==> config.mk <==
export PLATFORM = sky130hd
export DESIGN_NAME = baud_tick_gen
export DESIGN_NICKNAME = d
export VERILOG_FILES = /design/src/rtl/baud_pkg.sv /design/src/rtl/baud_prescaler.sv /design/src/rtl/baud_bit_stage.sv /design/src/rtl/baud_tick_gen.sv
export SDC_FILE = /design/constraint.sdc
export NUM_CORES = 1
export LEC_CHECK = 0
export BUFFER_PORTS_ARGS = -buffer_cell sky130_fd_sc_hd__buf_4
export CORE_ASPECT_RATIO = 1.1
export CORE_MARGIN = 1
export CORE_UTILIZATION = 57
export DETAILED_ROUTE_END_ITERATION = 8
export PLACE_DENSITY = 0.8
export SLEW_MARGIN = 20
export SYNTH_ARGS = -nofsm -noshare
export SYNTH_HDL_FRONTEND = slang
export SYNTH_SLANG_ARGS = --single-unit
==> constraint.sdc <==
create_clock -name clk -period 3.7 [get_ports clk]
set_clock_uncertainty 0.05 [all_clocks]
set_input_delay 0.185 -clock clk [delete_from_list [all_inputs] [get_ports clk]]
set_output_delay 0.185 -clock clk [all_outputs]
set_load 0.05 [all_outputs]
==> src/rtl/baud_pkg.sv <==
package baud_pkg;

    typedef enum logic [0:0] {
        PS_COUNT = 1'b0,
        PS_FLAT  = 1'b1
    } ps_state_e;

endpackage

==> src/rtl/baud_prescaler.sv <==
module baud_prescaler
    import baud_pkg::*;
#(
    parameter int DIV_W = 16
) (
    input  logic             clk,
    input  logic             rst,
    input  logic [DIV_W-1:0] divisor,
    output logic             tick
);

    localparam logic [DIV_W-1:0] ONE = DIV_W'(1);

    ps_state_e        state_q, state_d;
    logic [DIV_W-1:0] cnt_q, cnt_d;
    logic [DIV_W-1:0] lim_q, lim_d;
    logic             tick_q, tick_d;
    logic [DIV_W-1:0] eff_div;
    ps_state_e        entry_state;

    // divisor of 0 or 1 collapses to a one-cycle period
    assign eff_div     = (divisor <= ONE) ? ONE : divisor;
    assign entry_state = (eff_div == ONE) ? PS_FLAT : PS_COUNT;

    // next-state process
    always_comb begin
        state_d = state_q;
        cnt_d   = cnt_q;
        lim_d   = lim_q;
        tick_d  = 1'b0;
        unique case (state_q)
            PS_COUNT: begin
                if (cnt_q == lim_q - ONE) begin
                    // T_WRAP_COUNT / T_WRAP_FLAT
                    cnt_d   = '0;
                    lim_d   = eff_div;
                    state_d = entry_state;
                    tick_d  = 1'b1;
                end else begin
                    cnt_d = cnt_q + ONE;
                end
            end
            PS_FLAT: begin
                cnt_d   = '0;
                lim_d   = eff_div;
                state_d = entry_state;
                tick_d  = 1'b1;
            end
            default: begin
                state_d = PS_COUNT;
                cnt_d   = '0;
            end
        endcase
    end

    // state register process
    always_ff @(posedge clk) begin
        if (rst) begin
            state_q <= entry_state;
            cnt_q   <= '0;
            lim_q   <= eff_div;
            tick_q  <= 1'b0;
        end else begin
            state_q <= state_d;
            cnt_q   <= cnt_d;
            lim_q   <= lim_d;
            tick_q  <= tick_d;
        end
    end

    assign tick = tick_q;

    // a strobe is never followed by another when the new period is 2 or more
    a_r2_single_cycle: assert property (@(posedge clk) disable iff (rst)
        (tick_q && state_q == PS_COUNT && lim_q >= DIV_W'(2)) |=> !tick_q);

    // the count stays inside the latched period
    a_r3_cnt_bound: assert property (@(posedge clk) disable iff (rst)
        (state_q == PS_COUNT) |-> (cnt_q < lim_q));

    // the every-cycle state always yields a strobe on the next edge
    a_r4_flat_tick: assert property (@(posedge clk) disable iff (rst)
        (state_q == PS_FLAT) |=> tick_q);

    // the latched period holds until a wrap
    a_r5_hold_midperiod: assert property (@(posedge clk) disable iff (rst)
        (state_q == PS_COUNT && cnt_q != lim_q - ONE) |=> $stable(lim_q));

endmodule

==> src/rtl/baud_bit_stage.sv <==
module baud_bit_stage #(
    parameter int OSR  = 16,
    parameter int PH_W = 4
) (
    input  logic            clk,
    input  logic            rst,
    input  logic            os_tick,
    output logic            bit_tick,
    output logic [PH_W-1:0] phase
);

    localparam logic [PH_W-1:0] LAST = PH_W'(OSR - 1);

    logic [PH_W-1:0] ph_q;

    generate
        if (OSR > 1) begin : g_count
            always_ff @(posedge clk) begin
                if (rst) begin
                    ph_q <= '0;
                end else if (os_tick) begin
                    ph_q <= (ph_q == LAST) ? '0 : ph_q + PH_W'(1);
                end
            end
            assign bit_tick = os_tick && (ph_q == LAST);
        end else begin : g_pass
            always_ff @(posedge clk) begin
                ph_q <= '0;
            end
            assign bit_tick = os_tick;
        end
    endgenerate

    assign phase = ph_q;

    // phase holds between strobes
    a_r7_phase_hold: assert property (@(posedge clk) disable iff (rst)
        !os_tick |=> $stable(ph_q));

    // phase steps by one after a strobe that is not the last slot
    a_r7_phase_step: assert property (@(posedge clk) disable iff (rst)
        (os_tick && ph_q != LAST) |=> (ph_q == PH_W'($past(ph_q) + PH_W'(1))));

    // after a bit strobe the next bit starts at slot 0
    a_r6_bit_restart: assert property (@(posedge clk) disable iff (rst)
        bit_tick |=> (ph_q == '0));

endmodule

==> src/rtl/baud_tick_gen.sv <==
module baud_tick_gen
    import baud_pkg::*;
#(
    parameter int DIV_W = 16,
    parameter int OSR   = 16,
    parameter int PH_W  = (OSR > 1) ? $clog2(OSR) : 1
) (
    input  logic             clk,
    input  logic             rst,
    input  logic [DIV_W-1:0] divisor,
    output logic             os_tick,
    output logic             bit_tick,
    output logic [PH_W-1:0]  os_phase
);

    logic os_tick_w;

    baud_prescaler #(.DIV_W(DIV_W)) u_prescaler (
        .clk     (clk),
        .rst     (rst),
        .divisor (divisor),
        .tick    (os_tick_w)
    );

    baud_bit_stage #(.OSR(OSR), .PH_W(PH_W)) u_bit_stage (
        .clk      (clk),
        .rst      (rst),
        .os_tick  (os_tick_w),
        .bit_tick (bit_tick),
        .phase    (os_phase)
    );

    assign os_tick = os_tick_w;

    // outputs are quiet in the cycle following a reset edge
    a_r1_reset_quiet: assert property (@(posedge clk)
        $past(rst) |-> (!os_tick && !bit_tick && os_phase == '0));

endmodule

Word level (Yosys, flattened, before mapping)
Index checks and enable logic that the tools add are counted.
{"block": "word_totals", "ff_bits": 38, "inputBits": 18, "out_inout_bits": 6, "wordCells": 28}
{"block": "classes", "n_addsub": 3, "order_cmp": 1, "n_eq_ne": 4, "n_mux": 13, "bitwise_logic": 1, "reduce_logical": 1}
{"op": "2-to-1 mux 16 bit", "n": 4}
{"op": "case mux 16 bit (2 select lines)", "n": 2}
{"op": "adder 16 x 1 -> 16 bit (second input constant)", "n": 1}
{"op": "== test 16 x 1 -> 1 bit (second input constant)", "n": 1}
{"op": "== test 16 bit", "n": 1}
{"op": "<= comparator 16 x 1 -> 1 bit (second input constant)", "n": 1}
{"op": "subtractor 16 x 1 -> 16 bit (second input constant)", "n": 1}
{"op": "adder 4 x 1 -> 4 bit (second input constant)", "n": 1}
{"op": "== test 4 bit (second input constant)", "n": 1}
{"op": "2-to-1 mux 1 bit", "n": 4}
{"op": "2-to-1 mux 4 bit", "n": 1}
{"op": "case mux 1 bit (2 select lines)", "n": 2}
{"op": "inequality test 3 x 2 -> 1 bit (second input constant)", "n": 1}
{"op": "logical AND 1 bit", "n": 1}
{"op": "NOT 1 bit", "n": 1}

Depth between registers and ports, before layout
{"block": "logic_depth", "word_depth": 7, "ltp_mapped": 9, "mapped_depth_nobuf": 8}

Modules after synthesis
A second synthesis with hierarchy kept.
{"block": "hier_totals", "cells_unflattened": 221, "hier_area_um2": 2155.8}
{"module": "baud_prescaler", "instances": 1, "cells_each": 201, "area_per_inst_um2": 1971.9, "seq_area_each_um2": 840.8}
{"module": "baud_bit_stage", "instances": 1, "cells_each": 20, "area_per_inst_um2": 183.9, "seq_area_each_um2": 80.1}

Worst setup path before layout
No wires, ideal clock.
{"block": "synth_timing", "path_kind": "flip-flop to flip-flop", "startpoint": "register u_prescaler.lim_q[3]", "endpoint": "register u_prescaler.lim_q[0], enable pin", "setup_ps": 372, "t_arrival_ps": 2623, "required_time_ps": 3278, "setup_slack_ps": 656, "path_stages_with_launch": 8, "path_buffers": 1, "synth_period_minus_slack_ps": 3044, "path_cell_list": "edfxtp_1 nor4_4 nand3_2 or4_1 a222oi_1 nand4bb_2 buf_6 nand2_1"}
{"block": "synth_via", "elab_chain_cells": 3}
{"element": "start, declared", "line": "baud_prescaler.sv:16", "rtl": "logic [DIV_W-1:0] lim_q, lim_d;"}
{"element": "start signal, assigned", "line": "baud_prescaler.sv:61", "rtl": "lim_q <= eff_div;"}
{"element": "start signal, assigned", "line": "baud_prescaler.sv:66", "rtl": "lim_q <= lim_d;"}
{"element": "subtractor 16 x 1 -> 16 bit", "line": "baud_prescaler.sv:33", "rtl": "if (cnt_q == lim_q - ONE) begin"}
{"element": "== test 16 bit", "line": "baud_prescaler.sv:33"}
{"element": "inequality test 3 x 2 -> 1 bit (no source line)"}
Every way passes these cells.
A chain may end at the register's enable or synchronous reset.

Final worst setup path
{"block": "layout_timing", "startpoint": "register u_prescaler.lim_q[3]", "endpoint": "register u_prescaler.lim_q[13], enable pin"}
The elaborated chain is that of the path after synthesis.

==> run metrics <==
outcome=finished clean; Rel. slew slack=0.529; share of layout cells above drive strength 1=0.177; worst path required time=3.65 ns; CP bufs+invs=0; sequential share of the synthesized area=0.446; crit-path max FO=16; initial antenna violation count=1; total CTS buffers=5; syn nets=235; Worst R2R Setup Slack=0.50 ns; CP Launch Type=flop; drt first pass iters=4; Crit path depth=6; initial drt markers=75; Max VDD drop=0.000269 V; Leak=0.989 nW; Cell Area, Synth=0.00207 mm2; Die H=65.1 um; RePlAce Congestion=0.953; Hold Vio Cnt, Final=0; Port Buf Inserts=23; Synth warnings=0; number of vias per cell=5.66; largest net degree at the start of global routing=17; r2r startpoint=u_prescaler.lim_q[3]; crit-path cells=nor4_4, nand3_2, or4_1, a222oi_1, nand4bb_2, nand2_1; Final Critical Period=3.20 ns; CTS root buf=clkbuf_4; crit end category=flop; Async SR Flop Fraction=0; gr usage total=0.265; Worst Setup SP=u_prescaler.lim_q[3]; crit path max-delay cell type=edfxtp_1; CTS tree=done; clock transition at the registers of the reported paths=0.11 ns; drt wl/cell=15.2 um; Slew @ Worst Pin=0.701 ns; core footprint=0.00339 mm2; CTS HTree Levels=2; vias=1653; Worst-Skew Late Latency=0.36 ns; Netlist cell types=48; critical path's top delay family=simple AND/OR/NAND/NOR gates; crit path kind=flop to flop; HPWL after DPL=3.13 mm; Main synth FF type=dfxtp_1; final wirelength=4.44 mm; Pins Over Slew Limit=0; Initial Utilization=0.610; mean post-synth cell area=9.65 um2; class of the worst hold path=input port to flop; Power Total=0.849 mW; Post-synth EDFFs=16; Clock Sinks=38; Layout Nets=263; Max Buffers Root-to-Sink=2; Horiz. Die Dim=59.4 um; grt total ovfl=0; Syn Inst Count=214; RSZ-0062 raised after global routing=false; number of global-route vias before repair=1696; Fmax=312 MHz; fin util=0.735; Power Density=341 mW/mm2; Yosys reg bits=38; R2R depth=6; Tcrit/Tclk final=0.865; ANT nets after route=0; Critical Path Sink=u_prescaler.lim_q[13]; arrival time worst endpoint=3.16 ns; number of core rows=22; MaxCap Viol Count=0; Final WS setup=0.498 ns; first-pass GRT wire length=7.44 mm; pre-CTS setup slack=0.569 ns; P&R area growth vs syn=20.5%; CP peak stage delay=0.54 ns; R2R Path End=u_prescaler.lim_q[13]; I/O pins=24; DR DRC count=0; Finish-stage setup viols=0; Die Area=0.00387 mm2; Setup TNS=0 ns
## area by class of cell
cell class | instances | area (um2)
antenna | 1 | 2.50
tap | 48 | 60.1
sequential | 38 | 921
clock buffer | 7 | 87.6
multi-input combinational | 151 | 1040
fill | 245 | 897
inverter | 5 | 18.8
clock inverter | 1 | 8.76
timing repair buffer | 41 | 348
## through the flow
| stage | cells | area [um2] | hold WS [ns] |
|---|---|---|---|
| 6_report | 292 | 2490 | 0.0452 |
| 4_1_cts | 291 | 2490 | 0.0397 |
| 3_3_place_gp | 267 | 2230 | 0.322 |
| 3_5_place_dp | 267 | 2230 | 0.325 |
| 5_1_grt | 292 | 2490 | 0.0542 |
| 2_1_floorplan | 214 | 2070 | 0.302 |
## cells in the mapped netlist, types with 2 or more instances
master | instances | area (um2)
ha_1 | 3 | 37.5
a21oi_1 | 5 | 25.0
nor2b_1 | 2 | 12.5
nand4b_1 | 2 | 17.5
or3_1 | 4 | 25.0
xor2_1 | 11 | 96.3
nor2_1 | 13 | 48.8
nand2_1 | 14 | 52.6
inv_1 | 5 | 18.8
nor3_1 | 7 | 35.0
o2111ai_1 | 2 | 17.5
dfxtp_1 | 22 | 440
nand3_1 | 7 | 35.0
or4_1 | 3 | 22.5
nand2b_1 | 3 | 18.8
nand4_1 | 5 | 31.3
xnor2_1 | 20 | 175
clkbuf_1 | 18 | 67.6
nor4_1 | 7 | 43.8
and3_1 | 18 | 113
edfxtp_1 | 16 | 480
## flip-flops by register name, summed over array words and instances, names as in the netlist
name and count:
u_prescaler.cnt_q 16, u_bit_stage.phase 4, u_prescaler.lim_q 16, u_prescaler.tick 1, u_prescaler.state_q 1
## layout by cell type (no fill, tap or decap), types with 3 or more instances in the layout
cell type	Yosys	routed
buf_4	0	25
dfxtp_1	22	22
xnor2_1	20	20
and3_1	18	18
dlygate4sd3_1	0	16
edfxtp_1	16	16
nand2_1	14	14
nor2_1	13	13
xor2_1	11	11
nor4_1	7	7
nor3_1	7	7
nand3_1	7	7
inv_1	5	5
nand4_1	5	5
a21oi_1	5	5
clkbuf_4	0	5
or3_1	4	4
nand2b_1	3	3
or4_1	3	3
ha_1	3	3
## per-layer routing
layer / track usage / up-vias / share of wire
met1: 0.289 / 784 / 0.42
met4: 0.107 / 0 / 0.025
met3: 0.0689 / 9 / 0.036
met5: 0 / - / 0
li1: - / 820 / -
met2: 0.478 / 40 / 0.52
## repair_timing
| action | 4_1_cts | 5_1_grt |
|---|---|---|
| endpoints found under the hold margin | 20 | 0 |
| hold buffers | 16 | 0 |
| resized for setup | 0 | 0 |
| setup buffers | 0 | 0 |
## worst min path at each step
stage                     start                     to  slack (ns)  cells past startpoint
floorplan           divisor[10]  u_prescaler.lim_q[10]        0.30                      1
global placement    divisor[12]  u_prescaler.lim_q[12]        0.32                      1
detailed placement  divisor[11]  u_prescaler.lim_q[11]        0.33                      1
CTS                  divisor[0]   u_prescaler.lim_q[0]        0.04                      2
global route         divisor[0]   u_prescaler.lim_q[0]        0.05                      2
finish               divisor[0]   u_prescaler.lim_q[0]        0.05                      2
## kinds of logic after synthesis
group / share of synthesized area
flip-flops: 0.446
AO/OA/AOI/OAI: 0.0812
buffers and inverters: 0.0497
multiplexers: 0.00485
AND/OR/NAND/NOR: 0.269
adder cells (fa/ha/maj): 0.0182
XOR/XNOR: 0.131
## power by group
group / total (mW) / internal [mW] / switching, mW / leakage, nW
clock: 0.303 / 0.157 / 0.146 / 0.0518
sequential: 0.467 / 0.451 / 0.0157 / 0.334
combinational: 0.0790 / 0.0444 / 0.0346 / 0.603
(Power assumes the default switching activity.)
